$ cat src/rtl/pen_scan_trigger.sv
module pen_scan_trigger #(
  parameter int TICK_DIV        = 100,
  parameter int US_W            = 16,
  parameter int GRAIN_US        = 1000,
  parameter int DEF_INTERVAL_US = 10000,
  parameter bit PEN_ACTIVE_LOW  = 1'b0
) (
  input  logic            clk,
  input  logic            rst_n,
  input  logic            enable,
  input  logic            pen_irq,
  input  logic            scan_done,
  input  logic [US_W-1:0] interval_us,
  input  logic [US_W-1:0] scan_us,
  output logic            scan_start,
  output logic            irq_masked
);
  localparam int PW = (TICK_DIV > 1) ? $clog2(TICK_DIV) : 1;
  localparam int GW = (GRAIN_US > 1) ? $clog2(GRAIN_US) : 1;
  localparam int CW = US_W + 1;

  typedef enum logic [1:0] {S_OFF, S_ARMED, S_SCAN, S_WAIT} st_t;

  st_t           state;
  logic [1:0]    sync;
  logic          timer_on, more;
  logic [PW-1:0] pre;
  logic [GW-1:0] gr;
  logic [CW-1:0] cnt;

  wire           pen_s   = sync[1];
  wire [US_W-1:0] ival   = (interval_us == '0) ? US_W'(DEF_INTERVAL_US) : interval_us;
  wire           gap_pos = ival > scan_us;
  wire [CW-1:0]  gap     = {1'b0, ival} - {1'b0, scan_us};
  wire           running = (state == S_WAIT) || timer_on;
  wire           tick    = running && (pre == PW'(TICK_DIV - 1));
  wire           expire  = timer_on && tick && (gr == GW'(GRAIN_US - 1)) &&
                           ({1'b0, ival} <= cnt + CW'(1));
  wire           wait_done = (state == S_WAIT) && tick && (cnt == CW'(1));
  wire           rearm   = enable && (((state == S_SCAN) && scan_done && !gap_pos) || wait_done);

  always_ff @(posedge clk) begin
    if (!rst_n) begin
      state      <= S_OFF;
      sync       <= '0;
      timer_on   <= 1'b0;
      more       <= 1'b0;
      pre        <= '0;
      gr         <= '0;
      cnt        <= '0;
      scan_start <= 1'b0;
      irq_masked <= 1'b1;
    end else begin
      sync       <= {sync[0], pen_irq ^ PEN_ACTIVE_LOW};
      scan_start <= 1'b0;
      pre        <= (running && !tick) ? pre + PW'(1) : '0;
      if (tick) begin
        if (state == S_WAIT) cnt <= cnt - CW'(1);
        else begin
          cnt <= cnt + CW'(1);
          gr  <= (gr == GW'(GRAIN_US - 1)) ? '0 : gr + GW'(1);
        end
      end
      case (state)
        S_OFF: if (enable) begin
          state      <= S_ARMED;
          irq_masked <= 1'b0;
        end
        S_ARMED: begin
          if (!enable) begin
            state      <= S_OFF;
            irq_masked <= 1'b1;
            timer_on   <= 1'b0;
          end else if (pen_s || expire) begin
            state      <= S_SCAN;
            scan_start <= 1'b1;
            irq_masked <= 1'b1;
            timer_on   <= 1'b0;
            more       <= !pen_s;
          end
        end
        S_SCAN: if (scan_done) begin
          if (!enable) state <= S_OFF;
          else if (gap_pos) begin
            state <= S_WAIT;
            cnt   <= gap;
          end
        end
        default: if (!enable) state <= S_OFF;
      endcase
      if (rearm) begin
        state      <= S_ARMED;
        irq_masked <= 1'b0;
        if (!more) begin
          timer_on <= 1'b1;
          cnt      <= '0;
          gr       <= '0;
        end
      end
    end
  end

  logic pend;
  always_ff @(posedge clk) begin
    if (!rst_n) pend <= 1'b0;
    else if (scan_done) pend <= 1'b0;
    else if (scan_start) pend <= 1'b1;
  end

  a_r3_single_pulse: assert property (@(posedge clk) disable iff (!rst_n)
    scan_start |=> !scan_start);
  a_r3_masked_on_start: assert property (@(posedge clk) disable iff (!rst_n)
    scan_start |-> irq_masked);
  a_r4_no_overlap: assert property (@(posedge clk) disable iff (!rst_n)
    scan_start |-> !pend);
  a_r9_disable_masks: assert property (@(posedge clk) disable iff (!rst_n)
    !enable |=> irq_masked);
  a_r2_unmask_needs_enable: assert property (@(posedge clk) disable iff (!rst_n)
    $fell(irq_masked) |-> $past(enable));
endmodule

$ cat config.mk
export PLATFORM = sky130hd
export DESIGN_NAME = pen_scan_trigger
export DESIGN_NICKNAME = d
export VERILOG_FILES = /design/src/rtl/pen_scan_trigger.sv
export SDC_FILE = /design/constraint.sdc
export NUM_CORES = 1
export LEC_CHECK = 0
export ABC_AREA = 1
export BUFFER_PORTS_ARGS = -buffer_cell sky130_fd_sc_hd__buf_2
export CORE_MARGIN = 2
export CORE_UTILIZATION = 55
export DETAILED_ROUTE_END_ITERATION = 7
export PLACE_DENSITY = 0.86
export SLEW_MARGIN = 25
export SYNTH_ARGS = -nofsm -noshare
export SYNTH_HDL_FRONTEND = slang
export SYNTH_SLANG_ARGS = --single-unit
$ cat constraint.sdc
create_clock -name clk -period 8.1 [get_ports clk]
set_input_delay 0.405 -clock clk [delete_from_list [all_inputs] [get_ports clk]]
set_output_delay 0.405 -clock clk [all_outputs]
set_load 0.005 [all_outputs]
Word-level counts from Yosys, hierarchy flattened. Index checks and enable logic that the tools add are counted.

Multiplexer cells: 34. Order comparisons: 2. Bitwise operators: 1. Reductions and logical operators: 26. Add/sub/neg operators: 5. Equal/unequal tests: 16.

Operator list (count): $mux 17 (8); $mux 10 (5); $add 17x1->17 const B (1); $eq 17x1->1 const B (1); $le 16x17->1 (1); $sub 16x16->17 (1); $sub 17x1->17 const B (1); $gt 16x16->1 (1); $logic_not 16->1 (1); $mux 16 (1); $mux 2 (7); $ne 3x3->1 const B (4); $mux 1 (11); $add 10x1->10 const B (1); $eq 10x10->1 const B (1); $logic_and 1x1->1 (10); $reduce_and 5->1 (2); $reduce_and 3->1 (3); $ne 4x4->1 const B (2); $add 7x1->7 const B (1); $eq 7x7->1 const B (1); $pmux 2 s3 (1); $ne 5x1->1 const B (1); $eq 2x2->1 const B (2); other kinds (11) (16).

Bits in registers: 42.

Depth between registers and ports, before layout. Gate-level depths: netlist of the first run.

Word-level depth: 12. Mapped depth: 25. Depth with buffers taken out: 24.

Worst setup path before layout of the first run. OpenSTA, ideal clock, no wires.

Path type: reg-to-reg. Start: register cnt[0]. End: register state[0]. Arrival: 2.848 ns. Setup slack: 5.139 ns. Data required time: 7.987 ns. Cell stages (with the launch flop): 24. Library setup time: 0.113 ns. Cell sequence: dfxtp_1 > ha_1 > nand2_4 > nor2_4 > nand4_2 > nor3b_1 > nand2_1 > xor2_1 > ha_1 > nand2_1 > inv_1 > nand3_1 > nor4_1 > nand4_1 > nand2_1 > inv_1 > nand2_1 > nand2_1 > nand3_1 > nor2_1 > nor2_2 > nand3_1 > nor2_1 > nor2_1.

Cells in the longest elaborated chain, start to end: 6. Elaborated cells between the ends (all ways): 15.

RTL lines: start: declaration (line 29) `logic [CW-1:0] cnt;`; start signal: assignment (line 58) `if (state == S_WAIT) cnt <= cnt - CW'(1);`; start signal: assignment (line 60) `cnt <= cnt + CW'(1);`; start signal: assignment (line 86) `cnt <= gap;`; $add 17x1->17 or $eq 17x1->1 (tied branches) (line 38, 39); $le 16x17->1 or $logic_and 1x1->1 (tied branches) (line 38, 39); $logic_and 1x1->1 or $logic_or 1x1->1 (tied branches) (line 37, 40); $logic_or 1x1->1 or $logic_and 1x1->1 (tied branches) (line 74, 40); $ne 4x4->1 (no line), or another cell as far along; $reduce_and 5->1 (no line); end signal: assignment (line 44) `state <= S_OFF;`; end signal: assignment (line 71) `state <= S_OFF;`; end signal: assignment (line 75) `state <= S_SCAN;`; end: declaration (line 24) `st_t state;`.

Several ways; a longest one is shown, not always the timed one. A chain may end at the register's enable or synchronous reset.

Worst setup path after layout of the first run. Same ends and word-level chain as after synthesis.

==> results of run 1 <==
cell families after synthesis:
| group | count (synthesis) | synth area share [%] |
|---|---|---|
| fa+ha+maj | 41 | 12.3 |
| buf+inv | 133 | 12.7 |
| flops | 42 | 19.9 |
| xor+xnor | 31 | 6.43 |
| compound gates | 107 | 14.7 |
| simple gates | 310 | 33.9 |
cells in the final DEF (no fill, tap or decap), drive strengths merged, types with 8 or more instances in the layout:
cell type	n
inv	107
buf	40
nand3	34
ha	40
xnor2	9
nand4	12
dfxtp	42
nor4	8
o21ai	31
nor2	92
nand2	134
xor2	22
a21oi	47
nor3	20
sequential cells by signal, indices dropped and copies added, names as in the netlist:
name,cells
sync,2
gr,10
scan_start,1
state,2
cnt,17
pre,7
irq_masked,1
more,1
timer_on,1
report_power, final:
group	leakage (uW)	internal, uW	switching [uW]
clock	0.0000472	68.6	75.6
sequential	0.000340	218	10.4
combinational	0.00174	88.5	153
total	0.00213	375	239
layer usage:
| metal | vias up | track usage [%] | part of all wire (%) |
|---|---|---|---|
| met4 | 0 | 8.59 | 2.0 |
| li1 | 2199 | - | - |
| met2 | 196 | 43.4 | 47 |
| met3 | 24 | 3.53 | 7.4 |
| met5 | - | 0 | 0 |
| met1 | 2004 | 34.4 | 43 |
metrics by stage:
stage / hold slack [ns] / area (um^2)
global route: 0.292 / 4510
detailed placement: 0.401 / 4420
CTS: 0.279 / 4510
global placement: 0.398 / 4420
floorplan: 0.390 / 4220
finish: 0.285 / 4510
worst paths after layout:
path | start | end | slack (ns) | depth (start not counted)
max | cnt[0]$_SDFF_PN0_ | state[0]$_SDFFE_PN0P_ | 4.55 | 24
min | pen_irq | sync[0]$_SDFF_PN0_ | 0.29 | 3
max reg2reg | cnt[0]$_SDFF_PN0_ | state[0]$_SDFFE_PN0P_ | 4.55 | 24
min reg2reg | sync[0]$_SDFF_PN0_ | sync[1]$_SDFF_PN0_ | 0.42 | 2
layout make-up:
type                       instances  area [um^2]  share of cell area (%)
clock inverter                     2         12.5                   0.277
multi-input combinational        489         2840                    63.1
clock buffer                       6         82.6                    1.83
tap                               99          124                    2.75
inverter                         107          402                    8.90
timing repair buffer              40          205                    4.55
sequential                        42          841                    18.6
cells in the mapped netlist (5+ instances only):
cell type  count  share of area [%]
clkbuf_1      14                1.2
nor3_1        19                2.3
nor2_1        87                7.7
nand4_1       10                1.5
dfxtp_1       42                 20
a21oi_1       47                5.6
o21ai_0       28                3.3
nand2_1      121                 11
a31oi_1        5               0.74
inv_1        103                9.2
xor2_1        22                4.6
nor4_1         7                1.0
nand2_2       12                1.8
xnor2_1        9                1.9
ha_1          40                 12
nand3_1       31                3.7
buf_2          6               0.71
critical path: cells and delay by family (launching register included):
kind	cells	cell delay, ns
AND/OR/NAND/NOR	19	2.20
adder cells (fa/ha/maj)	2	0.56
flip-flops	1	0.44
XOR/XNOR	1	0.18
buffers and inverters	2	0.11
==> flow_metrics.py, run 1 <==
metrics = {
    "status": {
        "status": "completed",
    },
    "floorplan": {
        "chipHeight_um": 91.6,
        "coreArea_mm2": 0.00733,
        "dieArea_mm2": 0.00839,
        "start_util_pct": 57.6,
        "die_w_um": 91.6,
        "io_pins": 39,
        "fp-row-count": 31,
    },
    "worst_setup_path": {
        "crit_required_ns": 8.33,
        "cp_max_fo": 5,
        "path_common_cell": "nand2_1",
        "worstSetupStartpointType": "flip-flop",
        "critPathSlowestCell": "dfxtp_1",
        "arrival_ns": 3.79,
        "crit_chain": "ha_1 -> nand2_4 -> nor2_4 -> nand4_2 -> nor3b_1 -> nand2_1 -> xor2_1 -> ha_1 -> nand2_1 -> inv_1 -> nand3_1 -> nor4_1 -> nand4_1 -> nand2_1 -> inv_1 -> nand2_1 -> nand2_1 -> nand3_1 -> nor2_1 -> nor2_2 -> nand3_1 -> nand2_1 -> nand2_1 -> nor2_1",
        "crit_path_end_kind": "flip-flop",
        "worstSetupPathType": "reg -> reg",
        "critical_path.max_stage_delay_ns": 0.44,
    },
    "placed_design": {
        "place.gp.congestion": 0.981,
        "post-place-ws_ns": 4.65,
        "dp.cells": 777,
        "dp_hpwl_mm": 8.48,
        "port_buffers": 38,
    },
    "routing": {
        "drc_errors": 0,
        "ant_nets": 0,
        "wl_per_cell_um": 13.6,
        "dr.pass1.iters": 5,
        "vias": 4423,
        "finalWirelength_mm": 10.7,
        "drtIter0Drc": 297,
        "avgViaCountPerCell": 5.63,
    },
    "clocking": {
        "cts_buffer_depth": 2,
        "cts-htree-levels": 2,
        "postCtsResizedCells": 0,
        "cts_tree": "done",
        "clock_sinks": 42,
        "cts_setup_buffers": 0,
        "ctsHoldBuffers": 0,
        "cts-root-buf": "clkbuf_8",
        "clk_pin_slew_worst_paths_ns": 0.08,
        "clkLatencyLatePin_ns": 0.29,
        "cts_made_buffers": 5,
    },
    "sta": {
        "slew_headroom_pct": 62.8,
        "drv_slew": 0,
        "finalCritPeriodShare_pct": 43.9,
        "hold_violations": 0,
        "worst_pin_slew_ns": 0.553,
        "fin_ws_ns": 4.55,
        "finClkSkew_ns": 0.00462,
        "min_period_ns": 3.55,
        "rsz0062_at_grt": "no",
        "fmax_ghz": 0.281,
        "setup_violations": 0,
        "setup_tns_ns": 0,
    },
    "global_route": {
        "grt_max_degree": 21,
        "overflow": 0,
        "track_usage_pct": 25.9,
        "grt_pass1_vias": 4169,
        "antenna_found_initial": 0,
        "grt_pass1_wl_mm": 18.4,
    },
    "worst_hold_path": {
        "hp-class": "in -> reg",
    },
    "synthesis": {
        "syn-num-nets": 742,
        "synth_seq_cells": 42,
        "syn_area_mm2": 0.00422,
        "syn_inst": 664,
        "synth_top_flop_cell": "dfxtp_1",
        "synth_edf_count": 0,
        "async_flop_share_pct": 0,
        "yosysSeqAreaShare_pct": 19.9,
        "postSynthAreaPerCell_um2": 6.36,
        "yosysUniqueCellTypes": 50,
        "synth_warnings": 0,
    },
    "final_layout": {
        "area_delta_synth_final_pct": 6.85,
        "drive_above_1_share_pct": 12.1,
        "final_net_count": 763,
        "final_cells": 785,
        "fillCellCount": 683,
        "antennaDiodeCount": 0,
        "final_util_pct": 61.5,
    },
    "power_and_ir_drop": {
        "vdd_drop_max_mv": 0.126,
        "power_density_mw_per_mm2": 136,
        "p_leak_uw": 0.00213,
        "total_power_uw": 614,
    },
    "flow_run": {
        "drv_cap": 0,
    },
}
No activity file was read; power rests on OpenSTA's default activity.
==> run 2: changes to the inputs <==
--- a/config.mk
+++ b/config.mk
@@ -5,12 +5,12 @@
 export SDC_FILE = /design/constraint.sdc
 export NUM_CORES = 1
 export LEC_CHECK = 0
-export ABC_AREA = 1
+export ABC_AREA = 0
 export BUFFER_PORTS_ARGS = -buffer_cell sky130_fd_sc_hd__buf_2
 export CORE_MARGIN = 2
 export CORE_UTILIZATION = 55
 export DETAILED_ROUTE_END_ITERATION = 7
-export PLACE_DENSITY = 0.86
+export PLACE_DENSITY = 0.89
 export SLEW_MARGIN = 25
 export SYNTH_ARGS = -nofsm -noshare
 export SYNTH_HDL_FRONTEND = slang
==> constraint.sdc (replaced) <==
create_clock -name clk -period 2.9 [get_ports clk]
set_input_delay 0.145 -clock clk [delete_from_list [all_inputs] [get_ports clk]]
set_output_delay 0.145 -clock clk [all_outputs]
set_load 0.005 [all_outputs]
==> flow_metrics.py, run 2 <==
metrics = {
    "sta": {
        "setup_tns_ns": -2.66,
        "setup_violations": 6,
        "slew_headroom_pct": 57.5,
        "min_period_ns": 3.42,
        "hold_violations": 0,
        "finalCritPeriodShare_pct": 118,
        "fin_ws_ns": -0.523,
        "drv_slew": 0,
        "finClkSkew_ns": 0.0164,
        "rsz0062_at_grt": "yes",
        "worst_pin_slew_ns": 0.636,
        "fmax_ghz": 0.292,
    },
    "final_layout": {
        "reg_top3": "cnt x17, gr x10, pre x7",
        "antennaDiodeCount": 0,
        "layout_commonest_cell": "buf_4",
        "post-route-cell-area_mm2": 0.00546,
        "final_net_count": 741,
        "drive_above_1_share_pct": 30.7,
        "largest_register": "cnt",
        "final_cell_mix": "94 x buf_4, 56 x nand2_1, 54 x nor2_1, 38 x ha_1, 38 x buf_2",
        "largest_register_ff_count": 17,
        "area_delta_synth_final_pct": 31.9,
    },
    "placed_design": {
        "port_buffers": 38,
        "post-place-ws_ns": -0.575,
        "dp_hpwl_mm": 9.42,
        "place.gp.congestion": 0.956,
        "dpl-instance-area_mm2": 0.00501,
    },
    "routing": {
        "wl_per_cell_um": 18.2,
        "ant_nets": 0,
        "drc_errors": 0,
        "vias": 4798,
        "dr.pass1.iters": 7,
        "finalWirelength_mm": 13.9,
        "drtIter0Drc": 601,
        "avgViaCountPerCell": 6.29,
    },
    "clocking": {
        "cts-root-buf": "clkbuf_8",
        "cts-htree-levels": 2,
        "clock_sinks": 42,
        "cts_made_buffers": 5,
        "cts_tree": "done",
        "ctsHoldBuffers": 0,
        "clkLatencyLatePin_ns": 0.31,
        "clk_pin_slew_worst_paths_ns": 0.10,
        "cts_buffer_depth": 2,
    },
    "global_route": {
        "antenna_found_initial": 0,
        "overflow": 0,
        "track_usage_pct": 31.4,
        "grt_pass1_vias": 4643,
        "grt_pass1_wl_mm": 21.3,
        "grt_max_degree": 21,
    },
    "floorplan": {
        "coreArea_mm2": 0.00725,
        "fp-row-count": 31,
        "dieArea_mm2": 0.00824,
        "chipHeight_um": 90.8,
        "io_pins": 39,
        "die_w_um": 90.8,
        "start_util_pct": 57.1,
    },
    "synthesis": {
        "postSynthAreaPerCell_um2": 7.42,
        "synth_warnings": 0,
        "syn_inst": 558,
        "synth_top_flop_cell": "dfxtp_1",
        "synth_edf_count": 0,
        "async_flop_share_pct": 0,
        "yosysUniqueCellTypes": 62,
        "netlist_top_cells_count": "57 x nand2_1, 55 x nor2_1, 42 x dfxtp_1",
        "syn-num-nets": 636,
        "synthTopCellsByArea": "dfxtp_1 20%, ha_1 12%, xnor2_1 5.9%, nand2_1 5.2%, xor2_1 5.1%",
        "synth_most_common_cell": "nand2_1",
        "yosysTopAreaCell": "dfxtp_1",
        "synth_top_area_share_pct": 20.3,
        "syn_area_mm2": 0.00414,
        "synth_seq_cells": 42,
        "yosysSeqAreaShare_pct": 20.3,
    },
    "power_and_ir_drop": {
        "p_leak_uw": 0.00231,
        "total_power_uw": 1870,
        "vdd_drop_max_mv": 0.439,
        "power_density_mw_per_mm2": 343,
    },
    "worst_setup_path": {
        "worstSetupStartpointType": "flip-flop",
        "cp_max_fo": 3,
        "crit_required_ns": 3.12,
        "crit_path_end_kind": "flip-flop",
        "worstSetupPathType": "reg -> reg",
        "arrival_ns": 3.64,
    },
    "status": {
        "violations": "setup timing",
        "status": "complete, but fails checks",
    },
    "flow_run": {
        "drv_cap": 0,
    },
    "worst_hold_path": {
        "hp-class": "in -> reg",
    },
}
==> run 2: cell count changes after synthesis, moves of 7 or more <==
cell | previous run | this run
nand2_1 | 121 | 57
a21oi_1 | 47 | 31
nor2_1 | 87 | 55
xnor2_1 | 9 | 28
nand2b_1 | 0 | 9
nand2_2 | 12 | 0
and3_1 | 0 | 7
clkbuf_1 | 14 | 26
inv_1 | 103 | 37
a21o_1 | 1 | 10
a211oi_1 | 4 | 14
==> run 2: repair_timing <==
item | 4_1_cts | 5_1_grt
pin swaps | 16 | 8
gates resized for setup | 25 | 28
cloned | 0 | 2
hold endpoints to repair | 0 | 0
setup buffers | 7 | 2
endpoints found under the setup margin | 33 | 33
==> run 2: per-layer routing <==
metal,part of all wire [%],track usage (%)
met4,4.1,14.4
met2,48,53.4
met3,10,6.26
met5,0,0
met1,38,37.9
==> run 2: cell type report <==
type / count / area, um^2
Inverter: 37 / 139
Clock buffer: 5 / 68.8
Clock inverter: 3 / 68.8
Timing Repair Buffer: 136 / 950
Tap cell: 99 / 124
Sequential cell: 42 / 853
Fill cell: 472 / 1800
Multi-Input combinational cell: 441 / 3250
==> run 2: report_power, final <==
group / switching [uW] / total, uW / internal [uW]
clock network: 230 / 575 / 345
logic: 373 / 677 / 304
registers: 20.9 / 618 / 597
total: 624 / 1870 / 1250
==> run 2: logic make-up after synthesis <==
kind of cell / Yosys count / share of synthesized area, %
simple gates: 226 / 28.0
flops: 42 / 20.3
mux: 2 / 0.484
compound gates: 120 / 20.2
fa+ha+maj: 41 / 12.6
buf+inv: 75 / 7.47
xor+xnor: 52 / 11.0
==> run 2: path summary, 6_finish.rpt <==
check	from	endpoint	slack (ns)	cells past startpoint
setup / recovery	cnt[1]$_SDFF_PN0_	irq_masked$_SDFFE_PN1P_	-0.52	15
hold / removal	pen_irq	sync[0]$_SDFF_PN0_	0.04	2
setup reg to reg	cnt[1]$_SDFF_PN0_	irq_masked$_SDFFE_PN1P_	-0.52	15
hold reg to reg	sync[0]$_SDFF_PN0_	sync[1]$_SDFF_PN0_	0.44	1
==> run 2: worst max-delay path, cell delays in order (launching register included) <==
cell,delay (ns)
dfxtp_4,0.39
ha_4,0.15
nand2_4,0.06
nor4_4,0.34
buf_4,0.20
xnor2_2,0.06
ha_1,0.31
and4_1,0.25
and3_4,0.18
nand4_1,0.22
a211oi_2,0.46
buf_4,0.20
nor3_2,0.05
nand2_1,0.09
a31oi_1,0.10
o31ai_1,0.26
==> run 2: per-stage QoR <==
stage	hold slack [ns]	util, %	cells
after floorplan	0.216	-	558
after global placement	0.350	69.0	744
after detailed placement	0.355	69.0	744
after CTS	0.0371	73.1	759
after global routing	0.0302	75.2	763
final	0.0438	75.2	763
